### src/rtl/term_pkg.sv
package term_pkg;
  localparam int RDY_BIT = 0;
  localparam int IE_BIT  = 1;
  localparam int OVR_BIT = 2;

  typedef enum logic [2:0] {
    SEL_NONE   = 3'd0,
    SEL_RXCTRL = 3'd1,
    SEL_RXDATA = 3'd2,
    SEL_TXCTRL = 3'd3,
    SEL_TXDATA = 3'd4
  } regSel_e;

  typedef struct packed {
    logic    rd;
    regSel_e rdSel;
    logic    rxDataRd;
    logic    rxCtrlRd;
    logic    rxCtrlWr;
    logic    txCtrlWr;
    logic    txDataWr;
  } strobe_t;
endpackage

### src/rtl/term_ctrl.sv
module term_ctrl
  import term_pkg::*;
#(
  parameter int ADDR_W = 4
) (
  input  logic              clk,
  input  logic              rstN,
  input  logic              busSel,
  input  logic              busWe,
  input  logic [ADDR_W-1:0] busAddr,
  output strobe_t           st
);
  localparam int IDX_LO = 2;

  logic    hiZero;
  logic    aligned;
  regSel_e hitSel;

  if (ADDR_W > 4) begin : g_hi
    assign hiZero = ~|busAddr[ADDR_W-1:4];
  end else begin : g_nohi
    assign hiZero = 1'b1;
  end

  assign aligned = (busAddr[IDX_LO-1:0] == '0) && hiZero;

  always_comb begin
    hitSel = SEL_NONE;
    if (aligned) begin
      unique case (busAddr[3:2])
        2'd0: hitSel = SEL_RXCTRL;
        2'd1: hitSel = SEL_RXDATA;
        2'd2: hitSel = SEL_TXCTRL;
        default: hitSel = SEL_TXDATA;
      endcase
    end
  end

  always_comb begin
    st          = '0;
    st.rd       = busSel && !busWe;
    st.rdSel    = (busSel && !busWe) ? hitSel : SEL_NONE;
    st.rxDataRd = busSel && !busWe && (hitSel == SEL_RXDATA);
    st.rxCtrlRd = busSel && !busWe && (hitSel == SEL_RXCTRL);
    st.rxCtrlWr = busSel && busWe && (hitSel == SEL_RXCTRL);
    st.txCtrlWr = busSel && busWe && (hitSel == SEL_TXCTRL);
    st.txDataWr = busSel && busWe && (hitSel == SEL_TXDATA);
  end


  strobe_onehot_chk: assert property (@(posedge clk) disable iff (!rstN)
    $onehot0({st.rxDataRd, st.rxCtrlRd, st.rxCtrlWr, st.txCtrlWr, st.txDataWr}));


  no_strobe_idle_chk: assert property (@(posedge clk) disable iff (!rstN)
    !busSel |-> (st == '0));
endmodule

### src/rtl/term_dp.sv
module term_dp
  import term_pkg::*;
#(
  parameter int DATA_W = 32,
  parameter int CHAR_W = 8
) (
  input  logic              clk,
  input  logic              rstN,
  input  strobe_t           st,
  input  logic [DATA_W-1:0] busWdata,
  output logic [DATA_W-1:0] busRdata,
  input  logic              rxValid,
  input  logic [CHAR_W-1:0] rxByte,
  output logic              txValid,
  output logic [CHAR_W-1:0] txByte,
  input  logic              txReady,
  output logic              irq
);
  localparam int CTRL_W = 3;

  logic              rxRdy, rxIe, rxOvr;
  logic              txRdy, txIe;
  logic [CHAR_W-1:0] rxData, txData;
  logic              txTake;
  logic [DATA_W-1:0] rdMux;

  assign txTake = !txRdy && txReady;

  // receive side
  always_ff @(posedge clk) begin
    if (!rstN) begin
      rxRdy  <= 1'b0;
      rxOvr  <= 1'b0;
      rxIe   <= 1'b0;
      rxData <= '0;
    end else begin
      if (rxValid) begin
        rxData <= rxByte;
        rxRdy  <= 1'b1;
      end else if (st.rxDataRd) begin
        rxRdy <= 1'b0;
      end
      if (rxValid && rxRdy && !st.rxDataRd) rxOvr <= 1'b1;
      else if (st.rxCtrlRd)                 rxOvr <= 1'b0;
      if (st.rxCtrlWr) rxIe <= busWdata[IE_BIT];
    end
  end

  // transmit side
  always_ff @(posedge clk) begin
    if (!rstN) begin
      txRdy  <= 1'b1;
      txIe   <= 1'b0;
      txData <= '0;
    end else begin
      if (st.txDataWr && txRdy) begin
        txData <= busWdata[CHAR_W-1:0];
        txRdy  <= 1'b0;
      end else if (txTake) begin
        txRdy <= 1'b1;
      end
      if (st.txCtrlWr) txIe <= busWdata[IE_BIT];
    end
  end

  assign txValid = !txRdy;
  assign txByte  = txData;
  assign irq     = (rxRdy && rxIe) || (txRdy && txIe);

  // read mux
  always_comb begin
    rdMux = '0;
    unique case (st.rdSel)
      SEL_RXCTRL: rdMux = DATA_W'({rxOvr, rxIe, rxRdy});
      SEL_RXDATA: rdMux = DATA_W'(rxData);
      SEL_TXCTRL: rdMux = DATA_W'({1'b0, txIe, txRdy});
      SEL_TXDATA: rdMux = DATA_W'(txData);
      default:    rdMux = '0;
    endcase
  end

  always_ff @(posedge clk) begin
    if (!rstN)      busRdata <= '0;
    else if (st.rd) busRdata <= rdMux;
  end


  rx_read_clears_chk: assert property (@(posedge clk) disable iff (!rstN)
    (st.rxDataRd && !rxValid) |=> !rxRdy);


  rx_capture_chk: assert property (@(posedge clk) disable iff (!rstN)
    rxValid |=> (rxRdy && rxData == $past(rxByte)));


  rx_overrun_chk: assert property (@(posedge clk) disable iff (!rstN)
    (rxValid && rxRdy && !st.rxDataRd) |=> rxOvr);


  tx_busy_chk: assert property (@(posedge clk) disable iff (!rstN)
    (st.txDataWr && txRdy) |=> txValid);


  tx_hold_chk: assert property (@(posedge clk) disable iff (!rstN)
    (txValid && !txReady) |=> (txValid && $stable(txByte)));


  tx_release_chk: assert property (@(posedge clk) disable iff (!rstN)
    (txValid && txReady) |=> !txValid);


  rx_irq_chk: assert property (@(posedge clk) disable iff (!rstN)
    (rxValid && rxIe && !st.rxCtrlWr) |=> irq);


  undef_zero_chk: assert property (@(posedge clk) disable iff (!rstN)
    (st.rd && st.rdSel == SEL_NONE) |=> (busRdata == '0));

  initial begin
    ctrl_fits_chk: assert (CTRL_W <= DATA_W && CHAR_W <= DATA_W);
  end
endmodule

### src/rtl/term_mmio.sv
module term_mmio
  import term_pkg::*;
#(
  parameter int ADDR_W = 4,
  parameter int DATA_W = 32,
  parameter int CHAR_W = 8
) (
  input  logic              clk,
  input  logic              rstN,
  input  logic              busSel,
  input  logic              busWe,
  input  logic [ADDR_W-1:0] busAddr,
  input  logic [DATA_W-1:0] busWdata,
  output logic [DATA_W-1:0] busRdata,
  input  logic              rxValid,
  input  logic [CHAR_W-1:0] rxByte,
  output logic              txValid,
  output logic [CHAR_W-1:0] txByte,
  input  logic              txReady,
  output logic              irq
);
  strobe_t st;

  term_ctrl #(.ADDR_W(ADDR_W)) u_ctrl (
    .clk(clk), .rstN(rstN), .busSel(busSel), .busWe(busWe),
    .busAddr(busAddr), .st(st)
  );

  term_dp #(.DATA_W(DATA_W), .CHAR_W(CHAR_W)) u_dp (
    .clk(clk), .rstN(rstN), .st(st), .busWdata(busWdata),
    .busRdata(busRdata), .rxValid(rxValid), .rxByte(rxByte),
    .txValid(txValid), .txByte(txByte), .txReady(txReady), .irq(irq)
  );
endmodule

### config.mk
export PLATFORM = sky130hd
export DESIGN_NAME = term_mmio
export DESIGN_NICKNAME = d
export VERILOG_FILES = /design/src/rtl/term_pkg.sv /design/src/rtl/term_ctrl.sv /design/src/rtl/term_dp.sv /design/src/rtl/term_mmio.sv
export SDC_FILE = /design/constraint.sdc
export NUM_CORES = 1
export LEC_CHECK = 0
export BUFFER_PORTS_ARGS = -buffer_cell sky130_fd_sc_hd__buf_4
export CAP_MARGIN = 20
export CELL_PAD_IN_SITES_DETAIL_PLACEMENT = 1
export CELL_PAD_IN_SITES_GLOBAL_PLACEMENT = 1
export CORE_ASPECT_RATIO = 0.8
export CORE_MARGIN = 2
export CORE_UTILIZATION = 33
export CTS_CLUSTER_DIAMETER = 30
export DETAILED_ROUTE_END_ITERATION = 10
export PLACE_DENSITY_LB_ADDON = 0.1
export SETUP_SLACK_MARGIN = 0.5
export SYNTH_ARGS = -nofsm -noshare
export SYNTH_HDL_FRONTEND = slang
export SYNTH_HIERARCHICAL = 1
export SYNTH_SLANG_ARGS = --single-unit
### constraint.sdc
create_clock -name clk -period 3.92 [get_ports clk]
set_input_delay 0.784 -clock clk [delete_from_list [all_inputs] [get_ports clk]]
set_output_delay 0.784 -clock clk [all_outputs]
set_load 0.01 [all_outputs]
==> results.cfg, run 1 <==
[floorplanning]
io_pins = 92
start_util = 0.348
die_area_mm2 = 0.00551
core_area_mm2 = 0.00468
rows = 22
die_w_um = 82.5
die_y_um = 66.8

[cts]
h-tree-depth = 2
clk_pin_slew_worst_paths_ns = 0.06
clock_latency_ns = 0.28
cts_made_buffers = 5
post_cts_buffers = 0
clk_path_buf_depth = 2
clock_sinks = 29
cts_hold_buffers = 0
root_buffer = clkbuf_8
cts_tree = yes
cts.repair.resized = 0

[global_route]
grt_usage = 0.160
grt_max_degree = 30
grt_pass1_vias = 1331
grt_remaining_overflow = 0
antenna_found_initial = 0
grt_pass1_wl_um = 6400

[detailed_routing]
drc = 0
drtIter0Drc = 49
via_per_inst = 4.65
route.met2.wl_um = 1940
ant_nets = 0
wire_per_inst_um = 14.4
dr.pass1.iters = 4
met1_length_um = 1850
routed.top_layer = met4
vias = 1317
totalWireLength_um = 4080
wl_met3_um = 238

[placement]
routabilityCongestion = 0.756
port_buffers = 43
hpwl_um = 3130

[logic_synthesis]
ys.flop_type = dfxtp_1
syn_area_mm2 = 0.00163
synth_seq_area_share = 0.357
async_reset_ff_frac = 0
synth_edf_count = 0
synth.largest_area_cell = dfxtp_1
avgSynthCellArea_um2 = 8.94
yosys-top-cells-area = dfxtp_1 36%, buf_4 12%, mux2i_1 6.8%, nor2b_1 5.8%, a21boi_1 3.7%
netlist-cell-type-count = 46
yosysWarnings = 6
synth_common_cells = 29 x dfxtp_1, 26 x buf_4, 15 x nor2b_1
synth_top_area_share = 0.357
synth.most_common_cell = dfxtp_1
ys_seq_elements = 29
netlist_instances = 182

[pwr]
p_leak_uw = 0.000851
p_total_uw = 655
peakVddDrop_mv = 0.146
p_per_area_mw_per_mm2 = 329

[timing]
post-route-period-util = 0.647
holdWs_ns = 0.480
fin_setup_tns_ns = 0
hold_violations = 0
final_max_slew_viol_count = 0
fmax_mhz = 394
setup_viol = 0
rsz0062_at_grt = no
fin_skew_ns = 0.00552
max_slew_margin = 0.530
tightest_slew_ns = 0.704
period_minus_slack_ns = 2.54

[flow_run]
cap_violations = 0

[worst_hold_path]
hold_path.class = register to register
min-delay-start = u_dp/txByte[7]

[setup_path]
end_kind = register
path_max_fanout = 8
crit_type = primary input to register
reg2reg_from = u_dp/txRdy
crit_start = busWe
arrival_ns = 2.75
cp-start-kind = primary input
required_ns = 4.14

[final_layout]
nNetsFinal = 275
drive_gt1_frac = 0.283
syn_to_final_growth_pct = 22.1
antenna_cells = 0

[outcome]
status = finished, final reports clean
-- metrics by stage --
step                      instances   util  cell area, µm²  setup WS (ns)
after floorplan                 205      -            1710           1.61
after global placement          275  0.403            1890           1.18
after detailed placement        275  0.403            1890           1.12
after CTS                       283  0.425            1990           1.40
after global routing            283  0.425            1990           1.27
final                           283  0.425            1990           1.38
-- metal layers --
layer  global-route usage  vias up
met5                    0        -
met2                0.269       43
met3               0.0474        5
met1                0.192      611
met4               0.0615        0
li1                     -      658
-- placed cells by master, fill, tap and decap left out, types with 2 or more instances in the layout --
master / count
a21boi_1: 8
a22o_1: 3
a22oi_1: 5
a31oi_1: 2
and2_1: 7
buf_4: 44
clkbuf_8: 7
conb_1: 24
dfxtp_1: 29
ha_1: 3
inv_1: 4
inv_2: 4
mux2i_1: 11
nand2_1: 12
nand3_1: 11
nor2_1: 2
nor2b_1: 15
o211ai_1: 2
o22ai_1: 5
-- path summary, 6_finish.rpt --
path,end,slack [ns],cells after the start
max,u_dp/busRdata[2],1.38,7
max reg2reg,u_dp/txRdy,2.55,3
min reg2reg,u_dp/txByte[7],0.48,2
min,u_dp/txByte[7],0.48,2
-- worst max-delay path, cell delays in order --
cell     delay [ns]
buf_4          0.13
nor4b_2        0.36
and2_1         0.37
nor2b_1        0.60
a22oi_2        0.13
o32a_2         0.25
a21oi_2        0.13
-- area by class of cell --
class / count / area (µm²)
Fill cell: 573 / 2690
Multi-Input combinational cell: 133 / 866
Sequential cell: 29 / 581
Timing Repair Buffer: 44 / 330
Clock buffer: 7 / 96.3
Tap cell: 60 / 75.1
Inverter: 9 / 33.8
Clock inverter: 1 / 5.00
-- flip-flops by register name, summed over array words and instances, names as in the netlist --
register and cells:
u_dp/busRdata 8, u_dp/rxData 8, u_dp/txByte 8, u_dp/rxIe 1, u_dp/rxOvr 1, u_dp/rxRdy 1, u_dp/txIe 1, u_dp/txRdy 1
-- logic make-up after synthesis --
family,after synthesis,share of synthesized area
buffers and inverters,43,0.164
xor gates and xnor gates,1,0.00538
AOI/OAI and AO/OA,33,0.151
DFF,29,0.357
other,1,0.00230
muxes,11,0.0676
and+or+nand+nor,61,0.230
adders and majority gates,3,0.0231
-- power by group --
part	internal [µW]	switching [µW]
registers	302	5.30
logic	33.9	39.8
clock network	158	115
Power figures use the tool's default switching activity.
==> run 2, diff against run 1 <==
- CORE_UTILIZATION: 33 -> 28
- clock period: 3.92 -> 2.1 ns (I/O delays scaled with it)
==> run 2 against run 1 <==
  * First-iteration DRC count decreased by 24%
  * Setup slack lost 0.98 ns
  * Largest power group unchanged
  * Die area is 17% higher
  * Sequential cell count did not move
  * Clock skew decreased by 0.0026 ns
  * Combinational power increased by 110%
  * Total power up 81%
  * Sequential share of layout area fell by 1.8 points
  * Clock power increased by 66%
  * Routed wire length is 6.7% higher
  * Critical path depth up 1
  * Final cell count rose by 8.5%
==> results.cfg, run 2 (synthesis gave the netlist of run 1 again) <==
[outcome]
status = finished, final reports clean

[pwr]
p_leak_uw = 0.000894
p_total_uw = 1180
p_per_area_mw_per_mm2 = 558
peakVddDrop_mv = 0.275

[final_layout]
antenna_cells = 0
nNetsFinal = 282
final_common_cell = buf_4
final_cell_mix = 49 x buf_4, 28 x dfxtp_1, 24 x conb_1
syn_to_final_growth_pct = 30.2
drive_gt1_frac = 0.358

[cts]
clk_pin_slew_worst_paths_ns = 0.06
h-tree-depth = 2
cts_hold_buffers = 0
root_buffer = clkbuf_8
clock_latency_ns = 0.27
cts_made_buffers = 5
clk_path_buf_depth = 2
cts_tree = yes
clock_sinks = 29

[timing]
post-route-period-util = 0.809
fin_setup_tns_ns = 0
fin_skew_ns = 0.00288
rsz0062_at_grt = yes
final_max_slew_viol_count = 0
hold_violations = 0
fmax_mhz = 588
holdWs_ns = 0.362
period_minus_slack_ns = 1.70
setup_viol = 0

[setup_path]
cp_slowest_cell = nor4b_4
crit_chain = buf_8 > nor4b_4 > buf_4 > and2_4 > nor2b_4 > a22oi_2 > o32a_2 > a21oi_2
end_kind = register
path_max_fanout = 8
critical-path-max-stage-delay_ns = 0.31
arrival_ns = 1.91
crit_type = primary input to register
cp-start-kind = primary input
required_ns = 2.31

[detailed_routing]
vias = 1362
totalWireLength_um = 4350
via_per_inst = 4.44
dr.pass1.iters = 4
drtIter0Drc = 37
ant_nets = 0
drc = 0
wire_per_inst_um = 14.2

[flow_run]
cap_violations = 0

[global_route]
use_met1 = 0.188
use_met2 = 0.214
grt_pass1_wl_um = 6750
use_met3 = 0.0375
grt_usage = 0.140
antenna_found_initial = 0
grt_busiest_layer = met2
grt_remaining_overflow = 0
grt_pass1_vias = 1333
grt_max_degree = 30

[placement]
port_buffers = 43
hpwl_um = 3300
routabilityCongestion = 0.773

[floorplanning]
io_pins = 92
die_y_um = 72.2
die_w_um = 89.2
rows = 24
die_area_mm2 = 0.00644
start_util = 0.295
core_area_mm2 = 0.00553

[worst_hold_path]
hold_path.class = primary input to register
==> run 2: changes by cell type in the layout (fill, tap and decap cells not counted), moves of 2 or more <==
cell     delta
inv_1       -3
nand2_1     -2
inv_2       +3
buf_4       +5
nand2_2     +2
and2_4      +2
and2_1      -2
==> run 2: final cells by class <==
| type | count | area, µm² |
|---|---|---|
| fillers | 667 | 3410 |
| multi-input cells | 133 | 926 |
| flip-flops and latches | 29 | 582 |
| repair buffers | 51 | 394 |
| well taps | 78 | 97.6 |
| clock buffers | 7 | 86.3 |
| inverters | 9 | 33.8 |
==> run 2: layer usage <==
layer | up-vias | part of all wire
met5 | - | 0
li1 | 668 | -
met2 | 47 | 0.46
met3 | 8 | 0.059
met1 | 639 | 0.47
met4 | 0 | 0.013
==> run 2: power breakdown <==
group,internal (µW),switching [µW]
registers,565,10.4
logic,73.4,82.3
clock network,259,194
total,897,286
==> run 2: per-stage QoR <==
| step | area [µm²] | utilization | setup slack, ns | instances |
|---|---|---|---|---|
| final | 2120 | 0.384 | 0.401 | 307 |
| after global routing | 2120 | 0.384 | 0.356 | 307 |
| after CTS | 2070 | 0.375 | 0.416 | 304 |
| after detailed placement | 1960 | 0.356 | 0.0478 | 296 |
| after global placement | 1960 | 0.356 | 0.0582 | 296 |
| after floorplan | 1750 | - | 0.389 | 205 |
==> run 2: timing repair <==
action	in CTS	in global routing
pin swaps	3	1
endpoints found under the hold margin	0	0
cloned	0	0
endpoints found under the setup margin	8	18
resized for setup	4	10
setup buffers	1	3
==> run 2: path summary, 6_finish.rpt <==
check	start	endpoint	slack (ns)	cells after the start
setup / recovery	busAddr[1]	u_dp/busRdata[2]	0.40	8
hold / removal	txReady	u_dp/txRdy	0.36	3
setup reg to reg	u_dp/rxData[1]	u_dp/busRdata[1]	1.00	4
hold reg to reg	u_dp/txByte[4]	u_dp/txByte[4]	0.48	2
==> run 2: worst max-delay path, delay by kind of cell <==
kind / cells / cell delay [ns]
buffers and inverters: 2 / 0.27
AO/OA/AOI/OAI: 3 / 0.44
AND/OR/NAND/NOR: 3 / 0.79
